File: src/rtl/simd_alu_pkg.sv
package simd_alu_pkg;

    typedef enum logic [2:0] {
        OP_AVG8    = 3'd0,
        OP_AVG16   = 3'd1,
        OP_SMAX16  = 3'd2,
        OP_SMIN16  = 3'd3,
        OP_UMAX8   = 3'd4,
        OP_UMIN8   = 3'd5,
        OP_MULHI16 = 3'd6,
        OP_SAD8    = 3'd7
    } simd_op_e;

endpackage

File: src/rtl/simd_lane8.sv
module simd_lane8 #(
    parameter int W = 8
) (
    input  logic [W-1:0] a,
    input  logic [W-1:0] b,
    output logic [W-1:0] avg,
    output logic [W-1:0] umax,
    output logic [W-1:0] umin,
    output logic [W-1:0] adiff
);
    logic [W:0] sum_w;
    logic       a_ge;

    always_comb begin
        sum_w = {1'b0, a} + {1'b0, b} + {{W{1'b0}}, 1'b1};
        avg   = sum_w[W:1];
        a_ge  = (a >= b);
        umax  = a_ge ? a : b;
        umin  = a_ge ? b : a;
        adiff = a_ge ? (a - b) : (b - a);
    end
endmodule

File: src/rtl/simd_lane16.sv
module simd_lane16 #(
    parameter int W = 16
) (
    input  logic [W-1:0] a,
    input  logic [W-1:0] b,
    output logic [W-1:0] avg,
    output logic [W-1:0] smax,
    output logic [W-1:0] smin,
    output logic [W-1:0] mulhi
);
    logic [W:0]     sum_w;
    logic [2*W-1:0] prod;
    logic           a_gt;

    always_comb begin
        sum_w = {1'b0, a} + {1'b0, b} + {{W{1'b0}}, 1'b1};
        avg   = sum_w[W:1];
        a_gt  = ($signed(a) > $signed(b));
        smax  = a_gt ? a : b;
        smin  = a_gt ? b : a;
        prod  = a * b;
        mulhi = prod[2*W-1:W];
    end
endmodule

File: src/rtl/simd_sad_sum.sv
module simd_sad_sum #(
    parameter int N     = 8,
    parameter int W     = 8,
    parameter int OUT_W = 16
) (
    input  logic [N*W-1:0] ad,
    output logic [OUT_W-1:0] sum
);
    always_comb begin
        sum = '0;
        for (int i = 0; i < N; i++) begin
            sum = sum + OUT_W'(ad[i*W +: W]);
        end
    end
endmodule

File: src/rtl/simd_alu.sv
module simd_alu
    import simd_alu_pkg::*;
#(
    parameter int DATA_W = 64
) (
    input  logic              clk,
    input  logic              rst,
    input  logic              vld_i,
    input  logic [2:0]        op_i,
    input  logic [DATA_W-1:0] a_i,
    input  logic [DATA_W-1:0] b_i,
    output logic              vld_o,
    output logic [DATA_W-1:0] res_o
);
    localparam int B_W   = 8;
    localparam int H_W   = 16;
    localparam int N8    = DATA_W / B_W;
    localparam int N16   = DATA_W / H_W;
    localparam int SAD_W = 16;

    typedef struct packed {
        logic              vld;
        simd_op_e          op;
        logic [DATA_W-1:0] res;
        logic [DATA_W-1:0] ad;
    } stage1_t;

    typedef struct packed {
        logic              vld;
        logic [DATA_W-1:0] res;
    } stage2_t;

    stage1_t s1_d, s1_q;
    stage2_t s2_d, s2_q;

    logic [DATA_W-1:0] avg8_w, umax8_w, umin8_w, ad8_w;
    logic [DATA_W-1:0] avg16_w, smax16_w, smin16_w, mulhi16_w;
    logic [SAD_W-1:0]  sad_w;

    for (genvar g = 0; g < N8; g++) begin : g_lane8
        simd_lane8 #(.W(B_W)) i_lane8 (
            .a     (a_i[g*B_W +: B_W]),
            .b     (b_i[g*B_W +: B_W]),
            .avg   (avg8_w[g*B_W +: B_W]),
            .umax  (umax8_w[g*B_W +: B_W]),
            .umin  (umin8_w[g*B_W +: B_W]),
            .adiff (ad8_w[g*B_W +: B_W])
        );
    end

    for (genvar g = 0; g < N16; g++) begin : g_lane16
        simd_lane16 #(.W(H_W)) i_lane16 (
            .a     (a_i[g*H_W +: H_W]),
            .b     (b_i[g*H_W +: H_W]),
            .avg   (avg16_w[g*H_W +: H_W]),
            .smax  (smax16_w[g*H_W +: H_W]),
            .smin  (smin16_w[g*H_W +: H_W]),
            .mulhi (mulhi16_w[g*H_W +: H_W])
        );
    end

    simd_sad_sum #(.N(N8), .W(B_W), .OUT_W(SAD_W)) i_sad (
        .ad  (s1_q.ad),
        .sum (sad_w)
    );

    always_comb begin
        s1_d     = s1_q;
        s1_d.vld = vld_i;
        s1_d.op  = simd_op_e'(op_i);
        s1_d.ad  = ad8_w;
        unique case (simd_op_e'(op_i))
            OP_AVG8:    s1_d.res = avg8_w;
            OP_AVG16:   s1_d.res = avg16_w;
            OP_SMAX16:  s1_d.res = smax16_w;
            OP_SMIN16:  s1_d.res = smin16_w;
            OP_UMAX8:   s1_d.res = umax8_w;
            OP_UMIN8:   s1_d.res = umin8_w;
            OP_MULHI16: s1_d.res = mulhi16_w;
            default:    s1_d.res = '0;
        endcase

        s2_d     = s2_q;
        s2_d.vld = s1_q.vld;
        if (s1_q.vld) begin
            if (s1_q.op == OP_SAD8) begin
                s2_d.res = {{(DATA_W-SAD_W){1'b0}}, sad_w};
            end else begin
                s2_d.res = s1_q.res;
            end
        end
    end

    always_ff @(posedge clk) begin
        if (rst) begin
            s1_q <= '0;
            s2_q <= '0;
        end else begin
            s1_q <= s1_d;
            s2_q <= s2_d;
        end
    end

    assign vld_o = s2_q.vld;
    assign res_o = s2_q.res;
endmodule

File: config.mk
export PLATFORM = sky130hd
export DESIGN_NAME = simd_alu
export DESIGN_NICKNAME = d
export VERILOG_FILES = /design/src/rtl/simd_alu_pkg.sv /design/src/rtl/simd_lane8.sv /design/src/rtl/simd_lane16.sv /design/src/rtl/simd_sad_sum.sv /design/src/rtl/simd_alu.sv
export SDC_FILE = /design/constraint.sdc
export NUM_CORES = 2
export LEC_CHECK = 0
export BUFFER_PORTS_ARGS = -buffer_cell sky130_fd_sc_hd__buf_2
export CAP_MARGIN = 20
export CORE_MARGIN = 2
export CORE_UTILIZATION = 60
export DETAILED_ROUTE_END_ITERATION = 12
export MAX_ROUTING_LAYER = met4
export PLACE_DENSITY = 0.78
export SLEW_MARGIN = 20
export SYNTH_ARGS = -nofsm -noshare
export SYNTH_HDL_FRONTEND = slang
export SYNTH_SLANG_ARGS = --single-unit
File: constraint.sdc
create_clock -name clk -period 11.3 [get_ports clk]
set_input_delay 2.26 -clock clk [delete_from_list [all_inputs] [get_ports clk]]
set_output_delay 2.26 -clock clk [all_outputs]
set_load 0.01 [all_outputs]
==> metrics.txt <==
status finished, final reports clean; reg2reg start s1_q[0]; RSZ-0062 raised after global routing no; Final Skew 21.7 ps; core area ~80,000 um^2; H-tree Lvls 4; largest net degree at the start of global routing 91; post-synthesis cell count roughly 5,800; grt ovf 0; f_max 118 MHz; Row Count around 100; starting DRC count in detailed routing 3,311; Max rail drop VDD between 300 and 400 uV; worst path arrival time between 8000 and 9000 ps; ys async rst share 0%; setup violators final 0; CP Capture Type flop; Sum Neg Setup Slack 0 ps; vias about 40,000; min-delay src s1_q[68]; final slew viol count 0; post-DP HPWL 113,000 um; nets 7,329; total track usage 36.3%; #FFs+latches synth about 200; Post-synth EDFFs 0; critical path fanouts, max 12; Clock Sinks 197; final wirelength 142,000 um; Period minus WS final approximately 8500 ps; DR pass1 iterations 7; post-synthesis average cell area 8.43 um^2; post-detailed-route count of antenna-violating nets 0; port bufs 198; clk_lat worst skew ~500 ps; GPL Wtd Cong about 0.97; die width 288 um; Seq/Total Area, Yosys 8.13%; Syn. warnings 0; Leak Pwr 25.6 nW; worst path cell trace buf_2 -> clkinv_1 -> nor2_1 -> fa_1 -> inv_1 -> fa_1 -> fa_1 -> fa_1 -> inv_1 -> fa_1 -> inv_1 -> fa_1 -> inv_1 -> ha_1 -> o21a_1 -> o21ai_1 -> a2111oi_1 -> o22ai_1 -> o31a_1 -> a211oi_1 -> o22ai_1 -> xnor2_1 -> a22o_1; CTS tree yes; first-pass GRT wire length 228,000 um; PD cells 269 nW/um^2; layout cells sized above 1 5.32%; Clock Pin Slew Worst Setup and Hold Paths about 70 ps; initial antenna violation count 6; type of the most critical hold path reg2reg; CTS-repair resized insts 0; crit share post-route 75.2%; number of distinct library cells after synthesis 88; vias in the first global route 42,000; Crit. Startpoint a_i[21]; startpoint types input pin; Worst-Margin Slew between 1000 and 1500 ps; critical path required time between 10,000 and 15,000 ps; cell area after synthesis 48,500 um^2; Post-CTS Setup Repair Bufs 0; Rel. slew slack 20.5%; Num CTS Buffers 17; Layout Cells excl Fill around 6,800; Die Ht 288 um; overall power approximately 14 mW; Wirelength per Cell 20.8 um; Slowest-stage cell, CP fa_1; Worst path max stage delay 550 ps; Cells after DPL 6,782; num ports about 200; Crit Path Class in2reg; Hold-fix buffers, CTS 0; initial core utilization 60.4%; CP most frequent cell fa_1; die area 83,200 um^2; Root Buffer clkbuf_16; max cap viols 0; area growth from synthesis to layout 4.32%; top_reg_cell synth dfxtp_1; Hold Violations, Final 0; via/cell ratio a little under 6; Synth Net Count 7,346; clock buffer depth 2; DRC 0
[kinds of logic after synthesis]
family / share of synthesized area [%]
DFF: 8.13
and+or+nand+nor: 14.1
muxes: 1.45
adders and majority gates: 50.4
AOI/OAI and AO/OA: 11.1
buffers and inverters: 11.4
xor gates and xnor gates: 3.38
[critical path, delay by kind of cell]
kind	cells	cell delay, ps
and+or+nand+nor	1	220
xor gates and xnor gates	1	150
AOI/OAI and AO/OA	8	2190
adders and majority gates	7	3170
buffers and inverters	6	880
[placed cells by master (no fill, tap or decap), types with 39 or more instances in the layout]
cell	n
nand3_1	86
nand2b_1	70
inv_1	1182
ha_1	619
a31oi_1	41
nor2_1	554
and2_1	66
xnor2_1	150
buf_2	197
a21oi_1	260
a222oi_1	48
mux2i_1	39
nor2b_1	39
o21bai_1	42
dfxtp_1	196
fa_1	835
o21ai_0	83
nand2_1	668
a21o_1	51
[cells in the mapped netlist (25+ instances only)]
| cell type | instances | area, um^2 |
|---|---|---|
| inv_1 | 1182 | 4440 |
| fa_1 | 835 | 16700 |
| nand2_1 | 668 | 2510 |
| ha_1 | 619 | 7740 |
| nor2_1 | 558 | 2090 |
| a21oi_1 | 260 | 1300 |
| clkbuf_1 | 202 | 758 |
| dfxtp_1 | 197 | 3940 |
| xnor2_1 | 150 | 1310 |
| nand3_1 | 87 | 435 |
| o21ai_0 | 83 | 415 |
| nand2b_1 | 70 | 438 |
| and2_1 | 66 | 413 |
| a21o_1 | 51 | 383 |
| a222oi_1 | 48 | 480 |
| a31oi_1 | 42 | 263 |
| o21bai_1 | 42 | 315 |
| mux2i_1 | 39 | 390 |
| nor2b_1 | 39 | 244 |
| xor2_1 | 37 | 324 |
| buf_2 | 31 | 155 |
| o21ai_1 | 31 | 155 |
| mux2_2 | 27 | 304 |
| clkinv_1 | 25 | 93.8 |
[layout make-up]
type | instances | area, um^2
timing repair buffer | 207 | 1060
antenna | 5 | 12.5
inverter | 1217 | 4570
fill | 6975 | 29700
clock buffer | 22 | 464
sequential | 197 | 3950
multi-input combinational | 4101 | 39100
tap | 1060 | 1330
clock inverter | 10 | 146
[path summary, 6_finish.rpt]
path	endpoint	slack [ps]	cells after the start
max	s1_q[95]	2810	23
min	res_o[4]	460	2
max reg2reg	res_o[9]	5990	20
min reg2reg	res_o[4]	460	2
[power breakdown]
part / switching, mW / internal, mW
sequential: 0.0643 / 0.825
combinational: 7.12 / 4.96
clock: 0.302 / 0.362
[flip-flops by register name, summed over array words and instances (netlist names)]
register	count
s1_q	132
res_o	64
vld_o	1
[metal layers]
layer | part of all wire (%) | vias to the layer above | track usage [%] | wire, um
met2 | 46 | 1897 | 57.1 | 66000
met3 | 8.7 | 431 | 5.81 | 12300
li1 | - | 18000 | - | -
met1 | 40 | 19900 | 46.5 | 57100
met5 | 0 | - | - | 0
met4 | 4.8 | 0 | 15.4 | 6790
[metrics by stage]
stage	hold WS, ps	setup WS (ps)	area (um^2)	util [%]
5_1_grt	479	2370	50600	63.0
4_1_cts	460	2880	50600	63.0
2_1_floorplan	440	3120	48500	-
3_5_place_dp	450	2360	50000	62.3
3_3_place_gp	445	2510	50000	62.3
6_report	458	2810	50600	63.0
No activity file was read; power rests on OpenSTA's default activity.
